### src/rtl/wdog_pkg.sv
package wdog_pkg;
  parameter int RES_W  = 2;
  parameter int MULT_W = 5;
  localparam int REG_W = 1 + MULT_W + RES_W;
  localparam int CNT_W = MULT_W + 2 * ((1 << RES_W) - 1);
  localparam int STEER_BIT = REG_W - 1;
  localparam int FLAG_BIT = 7;
  localparam int MARK_BIT = 6;

  typedef enum logic [1:0] {
    SEL_WDOG  = 2'd0,
    SEL_FLAGS = 2'd1,
    SEL_KEEP  = 2'd2,
    SEL_NONE  = 2'd3
  } regSel_e;

  typedef struct packed {
    logic loadNew;
    logic reloadOld;
    logic decrement;
    logic expire;
    logic expireReset;
    logic keepWrite;
  } wdStrobe_t;

  function automatic logic [MULT_W-1:0] multOf(input logic [REG_W-1:0] v);
    return v[RES_W +: MULT_W];
  endfunction

  function automatic logic [CNT_W-1:0] ticksOf(input logic [REG_W-1:0] v);
    logic [CNT_W-1:0] base;
    base = {{(CNT_W-MULT_W){1'b0}}, v[RES_W +: MULT_W]};
    return base << (2 * v[RES_W-1:0]);
  endfunction
endpackage

### src/rtl/wdog_ctrl.sv
module wdog_ctrl
  import wdog_pkg::*;
(
  input  logic       tickEn,
  input  logic [1:0] regSel,
  input  logic       wrEn,
  input  logic       rdEn,
  input  logic       armed,
  input  logic       countIsOne,
  input  logic       steer,
  output wdStrobe_t  strobe
);
  logic hitWdog;
  logic hostTouch;

  always_comb begin
    hitWdog   = (regSel == SEL_WDOG);
    hostTouch = hitWdog && (wrEn || rdEn);
    strobe = '0;
    strobe.loadNew     = hitWdog && wrEn;
    strobe.reloadOld   = hitWdog && rdEn && !wrEn;
    strobe.decrement   = tickEn && armed && !hostTouch;
    strobe.expire      = strobe.decrement && countIsOne;
    strobe.expireReset = strobe.expire && steer;
    strobe.keepWrite   = wrEn && (regSel == SEL_KEEP);
  end
endmodule

### src/rtl/wdog_datapath.sv
module wdog_datapath
  import wdog_pkg::*;
(
  input  logic             clk,
  input  logic             rstN,
  input  wdStrobe_t        strobe,
  input  logic [1:0]       regSel,
  input  logic [REG_W-1:0] wrData,
  output logic [REG_W-1:0] rdData,
  output logic             irqPulse,
  output logic             resetReq,
  output logic [REG_W-1:0] wdRegQ,
  output logic [REG_W-1:0] keepQ,
  output logic             flagQ,
  output logic             armedQ,
  output logic [CNT_W-1:0] countQ,
  output logic             countIsOne,
  output logic             steer
);
  logic [REG_W-1:0] loadSrc;

  assign loadSrc    = strobe.loadNew ? wrData : wdRegQ;
  assign countIsOne = (countQ == CNT_W'(1));
  assign steer      = wdRegQ[STEER_BIT];

  always_ff @(posedge clk) begin
    if (!rstN) begin
      wdRegQ <= '0;
    end else if (strobe.loadNew) begin
      wdRegQ <= wrData;
    end else if (strobe.expireReset) begin
      wdRegQ <= '0;
    end
  end

  always_ff @(posedge clk) begin
    if (!rstN) begin
      keepQ <= '0;
    end else begin
      if (strobe.keepWrite) keepQ <= wrData;
      if (strobe.expireReset) keepQ[MARK_BIT] <= 1'b0;
    end
  end

  always_ff @(posedge clk) begin
    if (!rstN) begin
      flagQ <= 1'b0;
    end else if (strobe.loadNew) begin
      flagQ <= 1'b0;
    end else if (strobe.expire) begin
      flagQ <= 1'b1;
    end
  end

  always_ff @(posedge clk) begin
    if (!rstN) begin
      armedQ <= 1'b0;
      countQ <= '0;
    end else if (strobe.loadNew || strobe.reloadOld) begin
      armedQ <= (multOf(loadSrc) != '0);
      countQ <= ticksOf(loadSrc);
    end else if (strobe.expire) begin
      armedQ <= 1'b0;
      countQ <= '0;
    end else if (strobe.decrement) begin
      countQ <= countQ - CNT_W'(1);
    end
  end

  always_ff @(posedge clk) begin
    if (!rstN) begin
      irqPulse <= 1'b0;
      resetReq <= 1'b0;
    end else begin
      irqPulse <= strobe.expire && !strobe.expireReset;
      resetReq <= strobe.expireReset;
    end
  end

  always_comb begin
    rdData = '0;
    case (regSel)
      SEL_WDOG:  rdData = wdRegQ;
      SEL_FLAGS: rdData[FLAG_BIT] = flagQ;
      SEL_KEEP:  rdData = keepQ;
      default:   rdData = '0;
    endcase
  end
endmodule

### src/rtl/wdog_timer.sv
module wdog_timer
  import wdog_pkg::*;
(
  input  logic       clk,
  input  logic       rstN,
  input  logic       tickEn,
  input  logic [1:0] regSel,
  input  logic       wrEn,
  input  logic       rdEn,
  input  logic [7:0] wrData,
  output logic [7:0] rdData,
  output logic       irqPulse,
  output logic       resetReq
);
  wdStrobe_t        strobe;
  logic [REG_W-1:0] wdRegQ;
  logic [REG_W-1:0] keepQ;
  logic             flagQ;
  logic             armedQ;
  logic [CNT_W-1:0] countQ;
  logic             countIsOne;
  logic             steer;

  wdog_ctrl u_ctrl (
    .tickEn(tickEn), .regSel(regSel), .wrEn(wrEn), .rdEn(rdEn),
    .armed(armedQ), .countIsOne(countIsOne), .steer(steer), .strobe(strobe)
  );

  wdog_datapath u_dp (
    .clk(clk), .rstN(rstN), .strobe(strobe), .regSel(regSel),
    .wrData(wrData), .rdData(rdData), .irqPulse(irqPulse),
    .resetReq(resetReq), .wdRegQ(wdRegQ), .keepQ(keepQ), .flagQ(flagQ),
    .armedQ(armedQ), .countQ(countQ), .countIsOne(countIsOne), .steer(steer)
  );
endmodule

### config.mk
export PLATFORM = sky130hd
export DESIGN_NAME = wdog_timer
export DESIGN_NICKNAME = d
export VERILOG_FILES = /design/src/rtl/wdog_pkg.sv /design/src/rtl/wdog_ctrl.sv /design/src/rtl/wdog_datapath.sv /design/src/rtl/wdog_timer.sv
export SDC_FILE = /design/constraint.sdc
export NUM_CORES = 1
export LEC_CHECK = 0
export BUFFER_PORTS_ARGS = -buffer_cell sky130_fd_sc_hd__buf_4
export CAP_MARGIN = 5
export CORE_AREA = 2 2 61 63
export DETAILED_ROUTE_END_ITERATION = 16
export DIE_AREA = 0 0 63 65
export PLACE_DENSITY = 0.82
export SYNTH_ARGS = -nofsm -noshare
export SYNTH_HDL_FRONTEND = slang
export SYNTH_SLANG_ARGS = --single-unit
### constraint.sdc
create_clock -name clk -period 2.2 [get_ports clk]
set_input_delay 0.22 -clock clk [delete_from_list [all_inputs] [get_ports clk]]
set_output_delay 0.22 -clock clk [all_outputs]
set_load 0.01 [all_outputs]
==> impl_metrics.ini <==
[floorplanning]
chipWidth_um = 63
dieHeight_um = 65
row_count = 22
design.core.area_sq_um = 3500
ioPinCount = 25
start_util = 0.548
fp.dieArea_sq_um = 4100

[yosys]
synth_simple_gate_area_frac = 0.285
synth_nets = 247
async_flop_share = 0
synthCells = 230
ys_seq_area_frac = 0.324
synthAdderAreaFrac = 0.0131
synth-edff-count = 0
synth_xor_area_frac = 0.00457
yosysWarnings = 0
synth_top_cells_by_count = 31 x dfxtp_1, 24 x nand2_1, 21 x mux2i_1
yosysUniqueCellTypes = 50
synthTopCellsByArea = dfxtp_1 32%, mux2i_1 11%, nor2b_1 6.2%
synth_seq_cells = 31
syn_area_sq_um = 1920
synth_top_area_frac = 0.324
yosysMostFrequentCell = dfxtp_1
synth_top_area_cell = dfxtp_1
synth_flop_cell = dfxtp_1
synth_top_family_by_area = simple AND/OR/NAND/NOR gates
synthMuxAreaShare = 0.116
synth_compound_gate_area_share = 0.225
avgSynthCellArea_sq_um = 8.33

[global_routing]
grtUsageTotal = 0.251
gr-total-overflow = 0
grt_pass1_vias = 1731
grt_pass1_wl_um = 8080
antenna_found_initial = 0
grt_max_degree = 33

[clock_tree]
clockBufferDepth = 2
clk_pin_slew_ps = 90
cts_setup_buffers = 0
cts_num_sinks = 31
htreeDepth = 2
ctsHoldBuffers = 0
cts_tree = done
ctsResizeCount = 0
numCtsBuffers = 5
clk_latency_ps = 340
root_buffer = clkbuf_4

[timing]
holdWs_ps = 156
fmax_mhz = 512
setup_violations = 0
slew_violations = 0
hold_viol = 0
timing.final.crit_share = 0.888
rsz0062_at_grt = no
tns_ps = 0
fin_worst_skew_ps = 10.4
relSlewSlack = 0.545
worst_slew_pin_slew_ps = 673
min_period_ps = 1950

[critical_path]
path_max_fanout = 7
required_ps = 2440
crit_path_start_kind = register
crit_path_end_kind = register
crit_family = simple AND/OR/NAND/NOR gates
slowest_stage = or4_4
worstPathArrival_ps = 2190
crit_chain = or4_4 > or3_4 > nor3_2 > o21ai_1 > and2_1
path_buf_inv = 0
r2r_slack_ps = 250
critPathKind = register to register
max_stage_delay_ps = 580

[placed_design]
post_dp_cell_area_sq_um = 2150
portBuffers = 24
dpl.cell_count = 296
dp_hpwl_um = 3370
gp_congestion = 0.886

[run_status]
status = finished clean

[finish]
nets = 272
post-route-cell-area_sq_um = 2210
area_delta_synth_final_pct = 15.5
drive_gt1_frac = 0.191
diodes = 0
final_cells = 304
postLayoutCoreUtil = 0.634

[route]
detail_route.wl_per_cell_um = 15.6
ant_nets = 0
first_pass_iters = 4
finalWirelength_um = 4740
vias = 1836
drt-vias-per-instance = 6.04
drtIter0Drc = 155
drcViolationCount = 0

[job]
cap_violations = 0

[hold_path]
hold_class = input port to register

[pwr]
vdd_ir_drop_max_mv = 0.356
powerDensity_nw_per_um2 = 604
leakage_nw = 0.908
[cells in the final DEF (no fill, tap or decap), types with 2 or more instances in the layout]
cell	Yosys	final
o21a_1	3	3
a32oi_1	3	3
nor4_1	2	2
or3b_2	3	3
a22oi_1	8	8
nand2b_1	2	2
o21ai_0	13	13
dfxtp_1	31	31
clkbuf_8	0	2
or4_1	2	2
nand3b_1	6	6
inv_1	2	2
o21ai_1	2	2
and3_1	2	2
mux2i_1	21	21
a21oi_1	14	14
and2_1	5	5
ha_1	2	2
nand2_1	24	24
a21boi_0	2	2
nor3b_1	3	3
buf_4	0	30
o22ai_1	4	4
nor2_1	16	16
a211oi_1	4	4
a222oi_1	3	3
nor2b_1	19	19
clkbuf_4	0	5
[worst paths after layout]
| path | startpoint | end | cells after the start |
|---|---|---|---|
| worst max-delay path | u_dp.countQ[4]$_SDFFE_PN0P_ | u_dp.wdRegQ[7]$_SDFFE_PN0P_ | 5 |
| worst min-delay path | wrData[7] | u_dp.keepQ[7]$_SDFFE_PN0P_ | 3 |
| worst max register to register | u_dp.countQ[4]$_SDFFE_PN0P_ | u_dp.wdRegQ[7]$_SDFFE_PN0P_ | 5 |
| worst min register to register | u_dp.keepQ[7]$_SDFFE_PN0P_ | u_dp.keepQ[7]$_SDFFE_PN0P_ | 2 |
[tightest hold or removal path: cells and delay by family]
| kind | cells | cell delay (ps) |
|---|---|---|
| compound gates | 1 | 60 |
| simple gates | 1 | 50 |
| buf+inv | 1 | 110 |
[per-stage QoR]
step	worst slack (ps)	power (W)
floorplan	383	0.000866
global placement	276	0.000953
detailed placement	242	0.000957
CTS	243	0.00133
global route	128	0.00140
finish	247	0.00134
[routing by layer]
metal  up-vias  global-route usage  part of all wire
met2        54               0.427              0.47
met3         9              0.0399             0.044
li1        905                   -                 -
met5         -                   0                 0
met1       868               0.308              0.46
met4         0               0.125             0.020
[report_power, final]
group	total (W)	internal (W)	switching, W	leakage (nW)
clock network	0.000385	0.000188	0.000197	0.0386
registers	0.000622	0.000588	0.0000338	0.252
logic	0.000330	0.000158	0.000172	0.617
[flip-flops by register name (all words and copies together) (netlist names)]
signal and count:
u_dp.armedQ 1, u_dp.countQ 11, u_dp.flagQ 1, u_dp.irqPulse 1, u_dp.keepQ 8, u_dp.resetReq 1
u_dp.wdRegQ 8
[cells by family (layout without fill, tap and decap cells)]
family | after synthesis | count (layout)
buf+inv | 14 | 40
fa+ha+maj | 2 | 2
mux | 22 | 22
simple gates | 95 | 95
flops | 31 | 31
xor+xnor | 1 | 1
compound gates | 65 | 65
[cell type report]
cell class	count	area, sq um
clock buffers	8	68.8
fillers	314	1280
inverters	2	7.51
multi-input cells	185	1230
flip-flops and latches	31	621
well taps	48	60.1
repair buffers	30	225
Power figures use the tool's default switching activity.
